<file path="src/rtl/brom_pkg.sv">
package brom_pkg;

    localparam int RSP_W      = 32;
    localparam int LINE_BYTES = 16;

    typedef enum logic [1:0] {
        SZ_BYTE = 2'd0,
        SZ_HALF = 2'd1,
        SZ_WORD = 2'd2
    } xfer_size_e;

    typedef enum logic [2:0] {
        PH_IDLE,
        PH_ADDR,
        PH_WAIT1,
        PH_DATA,
        PH_WAITB
    } phase_e;

    typedef struct packed {
        logic [3:0] first;
        logic [3:0] last;
        logic [1:0] lane;
        logic [1:0] size;
    } beat_plan_t;

    function automatic int burst_len(input int bus_w);
        return (bus_w == 32) ? 4 : 8;
    endfunction

    // Which beats of the line hold the requested bytes, and where they sit.
    function automatic beat_plan_t plan_request(input logic [3:0] lo,
                                                input logic [1:0] size,
                                                input int bb);
        beat_plan_t p;
        logic [1:0] sz;
        int nbytes;
        int cnt;
        int fb;
        sz     = (size == 2'd3) ? 2'd2 : size;
        nbytes = 1 << sz;
        fb     = int'(lo) / bb;
        cnt    = (nbytes <= bb) ? 1 : nbytes / bb;
        p.first = 4'(fb);
        p.last  = 4'(fb + cnt - 1);
        p.lane  = 2'(int'(lo) % bb);
        p.size  = sz;
        return p;
    endfunction

endpackage

</file>
<file path="src/rtl/brom_seq.sv">
module brom_seq
    import brom_pkg::*;
#(
    parameter int ADDR_W = 24,
    parameter int BUS_W  = 16,
    localparam int BB     = BUS_W / 8,
    localparam int LEN    = burst_len(BUS_W),
    localparam int BEAT_W = $clog2(LEN)
) (
    input  logic              clk,
    input  logic              rst,
    input  logic              req_valid,
    input  logic [ADDR_W-5:0] req_line,
    input  logic [3:0]        cfg_first_wait,
    input  logic [1:0]        cfg_beat_wait,
    input  logic              rom_wait,
    output logic              accept,
    output logic              beat_fire,
    output logic [BEAT_W-1:0] beat_idx,
    output logic              busy,
    output logic              cs_n,
    output logic              rd_n,
    output logic              bs_n,
    output logic [ADDR_W-1:0] rom_addr
);

    phase_e              state;
    logic [3:0]          wcnt;
    logic [1:0]          bwait_q;
    logic [BEAT_W-1:0]   beat;
    logic [ADDR_W-1:0]   addr_q;
    logic                last_beat;

    assign accept    = (state == PH_IDLE) && req_valid;
    assign last_beat = (beat == BEAT_W'(LEN - 1));

    always_ff @(posedge clk) begin
        if (rst) begin
            state   <= PH_IDLE;
            wcnt    <= '0;
            bwait_q <= '0;
            beat    <= '0;
            addr_q  <= '0;
        end else begin
            unique case (state)
                PH_IDLE: begin
                    if (req_valid) begin
                        state   <= PH_ADDR;
                        addr_q  <= {req_line, 4'b0000};
                        wcnt    <= cfg_first_wait;
                        bwait_q <= cfg_beat_wait;
                        beat    <= '0;
                    end
                end
                PH_ADDR: begin
                    if (wcnt != 4'd0) begin
                        state <= PH_WAIT1;
                        wcnt  <= wcnt - 4'd1;
                    end else if (rom_wait) begin
                        state <= PH_WAIT1;
                    end else begin
                        state <= PH_DATA;
                    end
                end
                PH_WAIT1: begin
                    if (wcnt != 4'd0) begin
                        wcnt <= wcnt - 4'd1;
                    end else if (!rom_wait) begin
                        state <= PH_DATA;
                    end
                end
                PH_DATA: begin
                    if (last_beat) begin
                        state <= PH_IDLE;
                    end else begin
                        beat   <= beat + BEAT_W'(1);
                        addr_q <= addr_q + ADDR_W'(BB);
                        if (bwait_q != 2'd0) begin
                            state <= PH_WAITB;
                            wcnt  <= {2'b00, bwait_q} - 4'd1;
                        end
                    end
                end
                PH_WAITB: begin
                    if (wcnt == 4'd0) begin
                        state <= PH_DATA;
                    end else begin
                        wcnt <= wcnt - 4'd1;
                    end
                end
                default: state <= PH_IDLE;
            endcase
        end
    end

    assign busy      = (state != PH_IDLE);
    assign cs_n      = !busy;
    assign rd_n      = !busy;
    assign bs_n      = (state != PH_ADDR);
    assign beat_fire = (state == PH_DATA);
    assign beat_idx  = beat;
    assign rom_addr  = addr_q;

    assert_bs_single_R6: assert property (@(posedge clk) disable iff (rst)
        !bs_n |=> bs_n);

    assert_bs_opens_R6: assert property (@(posedge clk) disable iff (rst)
        !bs_n |-> $past(state == PH_IDLE));

    assert_take_idle_R2: assert property (@(posedge clk) disable iff (rst)
        (state == PH_IDLE && req_valid) |=> !bs_n);

    assert_busy_no_restart_R2: assert property (@(posedge clk) disable iff (rst)
        (busy && req_valid && !(state == PH_DATA && last_beat)) |=> bs_n);

    assert_later_wait_ignored_R4: assert property (@(posedge clk) disable iff (rst)
        (state == PH_WAITB && wcnt == 4'd0) |=> beat_fire);

    assert_addr_step_R9: assert property (@(posedge clk) disable iff (rst)
        (beat_fire && !last_beat) |=> rom_addr == $past(rom_addr) + ADDR_W'(BB));

    assert_line_end_R7: assert property (@(posedge clk) disable iff (rst)
        (beat_fire && last_beat) |=> !busy);

endmodule

</file>
<file path="src/rtl/brom_pack.sv">
module brom_pack
    import brom_pkg::*;
#(
    parameter int BUS_W = 16,
    localparam int BB     = BUS_W / 8,
    localparam int LEN    = burst_len(BUS_W),
    localparam int BEAT_W = $clog2(LEN),
    localparam int SLOTS  = RSP_W / BUS_W
) (
    input  logic              clk,
    input  logic              rst,
    input  logic              start,
    input  logic [3:0]        req_lo,
    input  logic [1:0]        req_size,
    input  logic              beat_fire,
    input  logic [BEAT_W-1:0] beat_idx,
    input  logic [BUS_W-1:0]  beat_data,
    output logic              rsp_valid,
    output logic [RSP_W-1:0]  rsp_data
);

    beat_plan_t        plan_q;
    logic [RSP_W-1:0]  acc;
    logic [RSP_W-1:0]  merged;
    logic [RSP_W-1:0]  shifted;
    logic [RSP_W-1:0]  masked;
    logic [3:0]        idx4;
    logic [3:0]        slot;
    logic              wanted;
    logic              done;

    assign idx4   = 4'(beat_idx);
    assign slot   = idx4 - plan_q.first;
    assign wanted = beat_fire && (idx4 >= plan_q.first) && (idx4 <= plan_q.last);
    assign done   = wanted && (idx4 == plan_q.last);

    for (genvar s = 0; s < SLOTS; s++) begin : g_slot
        assign merged[s*BUS_W +: BUS_W] =
            (wanted && slot == 4'(s)) ? beat_data : acc[s*BUS_W +: BUS_W];
    end

    assign shifted = merged >> {plan_q.lane, 3'b000};

    always_comb begin
        unique case (plan_q.size)
            SZ_BYTE: masked = shifted & 32'h0000_00FF;
            SZ_HALF: masked = shifted & 32'h0000_FFFF;
            default: masked = shifted;
        endcase
    end

    always_ff @(posedge clk) begin
        if (rst) begin
            plan_q    <= '0;
            acc       <= '0;
            rsp_valid <= 1'b0;
            rsp_data  <= '0;
        end else begin
            rsp_valid <= done;
            if (start) begin
                plan_q <= plan_request(req_lo, req_size, BB);
                acc    <= '0;
            end else if (wanted) begin
                acc <= merged;
            end
            if (done) begin
                rsp_data <= masked;
            end
        end
    end

    assert_rsp_pulse_R11: assert property (@(posedge clk) disable iff (rst)
        rsp_valid |=> !rsp_valid);

    assert_rsp_after_beat_R11: assert property (@(posedge clk) disable iff (rst)
        rsp_valid |-> $past(beat_fire));

    assert_upper_zero_R10: assert property (@(posedge clk) disable iff (rst)
        (rsp_valid && plan_q.size == SZ_BYTE) |-> rsp_data[31:8] == 24'd0);

endmodule

</file>
<file path="src/rtl/brom_burst_rd.sv">
module brom_burst_rd
    import brom_pkg::*;
#(
    parameter int ADDR_W = 24,
    parameter int BUS_W  = 16,
    localparam int BEAT_W = $clog2(burst_len(BUS_W))
) (
    input  logic              clk,
    input  logic              rst,
    input  logic [3:0]        cfg_first_wait,
    input  logic [1:0]        cfg_beat_wait,
    input  logic              req_valid,
    input  logic [ADDR_W-1:0] req_addr,
    input  logic [1:0]        req_size,
    output logic              busy,
    output logic              rsp_valid,
    output logic [31:0]       rsp_data,
    output logic              rom_cs_n,
    output logic              rom_rd_n,
    output logic              rom_bs_n,
    output logic [ADDR_W-1:0] rom_addr,
    input  logic [BUS_W-1:0]  rom_data,
    input  logic              rom_wait
);

    logic              accept;
    logic              beat_fire;
    logic [BEAT_W-1:0] beat_idx;

    brom_seq #(.ADDR_W(ADDR_W), .BUS_W(BUS_W)) seq_i (
        .clk            (clk),
        .rst            (rst),
        .req_valid      (req_valid),
        .req_line       (req_addr[ADDR_W-1:4]),
        .cfg_first_wait (cfg_first_wait),
        .cfg_beat_wait  (cfg_beat_wait),
        .rom_wait       (rom_wait),
        .accept         (accept),
        .beat_fire      (beat_fire),
        .beat_idx       (beat_idx),
        .busy           (busy),
        .cs_n           (rom_cs_n),
        .rd_n           (rom_rd_n),
        .bs_n           (rom_bs_n),
        .rom_addr       (rom_addr)
    );

    brom_pack #(.BUS_W(BUS_W)) pack_i (
        .clk       (clk),
        .rst       (rst),
        .start     (accept),
        .req_lo    (req_addr[3:0]),
        .req_size  (req_size),
        .beat_fire (beat_fire),
        .beat_idx  (beat_idx),
        .beat_data (rom_data),
        .rsp_valid (rsp_valid),
        .rsp_data  (rsp_data)
    );

    assert_rsp_in_burst_R11: assert property (@(posedge clk) disable iff (rst)
        rsp_valid |-> $past(busy));

    assert_strobes_with_busy_R8: assert property (@(posedge clk) disable iff (rst)
        $rose(busy) |-> !rom_bs_n);

endmodule

</file>
<file path="config.mk">
export PLATFORM = sky130hd
export DESIGN_NAME = brom_burst_rd
export DESIGN_NICKNAME = d
export VERILOG_FILES = /design/src/rtl/brom_pkg.sv /design/src/rtl/brom_seq.sv /design/src/rtl/brom_pack.sv /design/src/rtl/brom_burst_rd.sv
export SDC_FILE = /design/constraint.sdc
export NUM_CORES = 1
export LEC_CHECK = 0
export ABC_AREA = 1
export BUFFER_PORTS_ARGS = -buffer_cell sky130_fd_sc_hd__clkbuf_2
export CORE_AREA = 2 2 161 163
export CTS_BUF_LIST = sky130_fd_sc_hd__clkbuf_2 sky130_fd_sc_hd__clkbuf_4 sky130_fd_sc_hd__clkbuf_8
export CTS_CLUSTER_DIAMETER = 150
export DETAILED_ROUTE_END_ITERATION = 12
export DIE_AREA = 0 0 163 165
export GPL_TIMING_DRIVEN = 1
export PLACE_DENSITY = 0.45
export SETUP_SLACK_MARGIN = 0.05
export SLEW_MARGIN = 5
export SYNTH_ARGS = -nofsm -noshare
export SYNTH_HDL_FRONTEND = slang
export SYNTH_SLANG_ARGS = --single-unit
</file>
<file path="constraint.sdc">
create_clock -name clk -period 5.2 [get_ports clk]
set_input_delay 1.04 -clock clk [delete_from_list [all_inputs] [get_ports clk]]
set_output_delay 1.04 -clock clk [all_outputs]
set_load 0.005 [all_outputs]
</file>
==> flow_summary.json <==
{
  "status": "complete, no violations",
  "clockPowerShare": 0.198,
  "slew_headroom": 0.413,
  "swShare": 0.437,
  "synth_fp_nets": 913,
  "htreeDepth": 3,
  "clkLatencyLatePin_ps": 400,
  "die_w_um": 163,
  "dp_hpwl_um": 12700,
  "grt_use_total": 0.135,
  "synth.most_common_cell": "nand2_1",
  "pre_cts_slack_ps": 1600,
  "utilization": 0.269,
  "overflow": 0,
  "dieArea_um2": 26900,
  "clkTransAtPathRegs_ps": 120,
  "n_antenna_cell": 0,
  "grt_pass1_vias": 5416,
  "power-per-cell-area_nw_per_um2": 395,
  "worstMarginPinSlew_ps": 879,
  "ctsLongestPathBuffers": 2,
  "yosysTopAreaCell": "dfxtp_1",
  "slew_viol_final": 0,
  "via_per_inst": 4.42,
  "crit_chain": "inv_1, ha_1, inv_1, fa_1, fa_1, inv_1, nand2_1, nor2_2, nand3_1, nand2_1, nand2_1, nand2_1, nand2_1, o21bai_1, inv_1",
  "cts-root-buf": "clkbuf_8",
  "p_int_mw": 1.49,
  "portBuffers": 111,
  "start_kind": "flop",
  "syn_inst": 842,
  "syn_area_per_cell_um2": 6.78,
  "worstSetupEndpointType": "flop",
  "yosysUniqueCellTypes": 34,
  "grt_max_degree": 40,
  "synthTopCellsByArea": "dfxtp_1, nand2_1, inv_1, a21oi_1, nand3_1",
  "final_antenna_net_count": 0,
  "switchingPower_mw": 1.16,
  "routed_wl_um": 17600,
  "async_flop_share": 0,
  "required_ps": 5510,
  "synth-edff-count": 0,
  "hold_ws_ps": 473,
  "hold_viol_final": 0,
  "cts_hold_buf": 0,
  "min_path_type": "reg2reg",
  "post_cts_resized": 0,
  "first_pass_iters": 5,
  "max_freq_mhz": 281,
  "cts_setup_buffers": 0,
  "maxCapViolations": 0,
  "grt_antenna_before_repair": 0,
  "wl_per_cell_um": 14.0,
  "finalNonFillerCells": 1262,
  "ys_seq_area_frac": 0.386,
  "total_leakage_power_nw": 3.10,
  "num_vias": 5583,
  "dp.cells": 1246,
  "setup_viol": 0,
  "area_delta_synth_final_pct": 17.8,
  "seqPwrFrac": 0.413,
  "cts_buffers": 9,
  "ys_warn_count": 0,
  "synth_commonest_cells": "nand2_1, inv_1, dfxtp_1",
  "ys.flop_type": "dfxtp_1",
  "pwr-share-comb": 0.389,
  "tns_ps": 0,
  "drc": 0,
  "grt_pass1_wl_um": 28700,
  "cp_max_fo": 17,
  "n_fill_cell": 2913,
  "fin_crit_sh": 0.685,
  "row_count": 58,
  "worst-setup-path-type": "reg2reg",
  "finClkSkew_ps": 20.2,
  "crit_slowest_cell": "nand3_1",
  "layout-drive-gt1-share": 0.159,
  "setup_ws_ps": 1640,
  "cts_tree": "done",
  "design.core.area_um2": 25000,
  "cts_sinks": 110,
  "synth_area_um2": 5710,
  "gp_congestion": 0.799,
  "ir_drop_mv": 0.206,
  "crit_arrival_ps": 3870,
  "grt_setup_unrepaired": "false",
  "slowest_delay_ps": 660,
  "ys_seq_elements": 110,
  "path_common_cell": "nand2_1",
  "start_util": 0.228,
  "layout.nets": 998,
  "io_pins": 113,
  "yosysTopAreaCellShare": 0.386,
  "die_h_um": 165,
  "drt_first_iter_violations": 268,
  "min_period_ps": 3560
}
-- stage by stage --
| stage | instance area (um^2) | power (mW) |
|---|---|---|
| finish | 6720 | 2.65 |
| global route | 6720 | 2.90 |
| CTS | 6720 | 2.70 |
| detailed placement | 6530 | 2.16 |
| global placement | 6530 | 2.16 |
| floorplan | 5710 | 1.83 |
-- cells in the final DEF (no fill, tap or decap), types with 2 or more instances in the layout --
cell type,n
nor2_4,2
inv_1,111
xor2_1,10
nor2_1,70
dfxtp_1,110
o21a_1,3
ha_1,16
inv_2,3
a221oi_1,3
nand2_1,190
o21ai_0,55
o21bai_1,6
clkbuf_2,111
conb_1,2
o211ai_1,2
a21oi_1,82
xnor2_1,2
or2_2,3
nand3_1,71
clkbuf_8,9
nand4_1,36
nor2_2,3
buf_4,6
fa_1,3
o22ai_1,2
clkinv_4,3
nor3_1,7
-- area by class of cell --
cell class                 count  area (um^2)  area share
clock inverter                 7         67.6      0.0100
tap                          330          413      0.0614
clock buffer                   9          124      0.0184
timing repair buffer         117          601      0.0893
sequential                   110         2200       0.328
multi-input combinational    574         2890       0.429
inverter                     115          432      0.0642
-- state kept, by name, indices dropped and copies added (netlist names) --
| signal | cells |
|---|---|
| seq_i.bwait_q | 2 |
| seq_i.state | 3 |
| seq_i.rom_addr | 23 |
| pack_i.plan_q | 10 |
| pack_i.rsp_data | 32 |
| pack_i.acc | 32 |
| seq_i.wcnt | 4 |
| pack_i.rsp_valid | 1 |
| seq_i.beat_idx | 3 |
-- power by group through the flow --
stage | logic (mW) | registers, mW | clock network [mW]
final | 1.03 | 1.09 | 0.526
after global routing | 1.19 | 1.12 | 0.587
after CTS | 1.04 | 1.10 | 0.555
after detailed placement | 1.04 | 1.12 | 0
after global placement | 1.04 | 1.12 | 0
after floorplan | 0.756 | 1.08 | 0
-- path summary, 6_finish.rpt --
check | from | end | slack [ps] | depth (start not counted)
setup / recovery | seq_i.beat_idx[0] | pack_i.rsp_data[1] | 1640 | 15
hold / removal | seq_i.bwait_q[1] | seq_i.bwait_q[1] | 470 | 2
setup reg to reg | seq_i.beat_idx[0] | pack_i.rsp_data[1] | 1640 | 15
hold reg to reg | seq_i.bwait_q[1] | seq_i.bwait_q[1] | 470 | 2
-- per-layer routing --
metal,routed length [um],part of all wire,track usage,vias up
met3,931,0.053,0.0306,8
met4,131,0.0074,0.0253,0
met2,8190,0.46,0.231,110
met5,0,0,0,-
li1,-,-,-,2900
met1,8380,0.48,0.175,2565
-- critical path, delay by kind of cell (launching register included) --
kind            cells  cell delay [ps]
fa+ha+maj           3             1000
flops               1              350
buf+inv             4              250
compound gates      1              130
simple gates        7             1760
-- logic make-up after synthesis --
| group | count (synthesis) | synth area share |
|---|---|---|
| and+or+nand+nor | 385 | 0.293 |
| AOI/OAI and AO/OA | 156 | 0.147 |
| DFF | 110 | 0.386 |
| buffers and inverters | 158 | 0.109 |
| xor gates and xnor gates | 12 | 0.0184 |
| adders and majority gates | 19 | 0.0456 |
| other | 2 | 0.00132 |
Note: power is estimated with default switching activity, not from simulation.
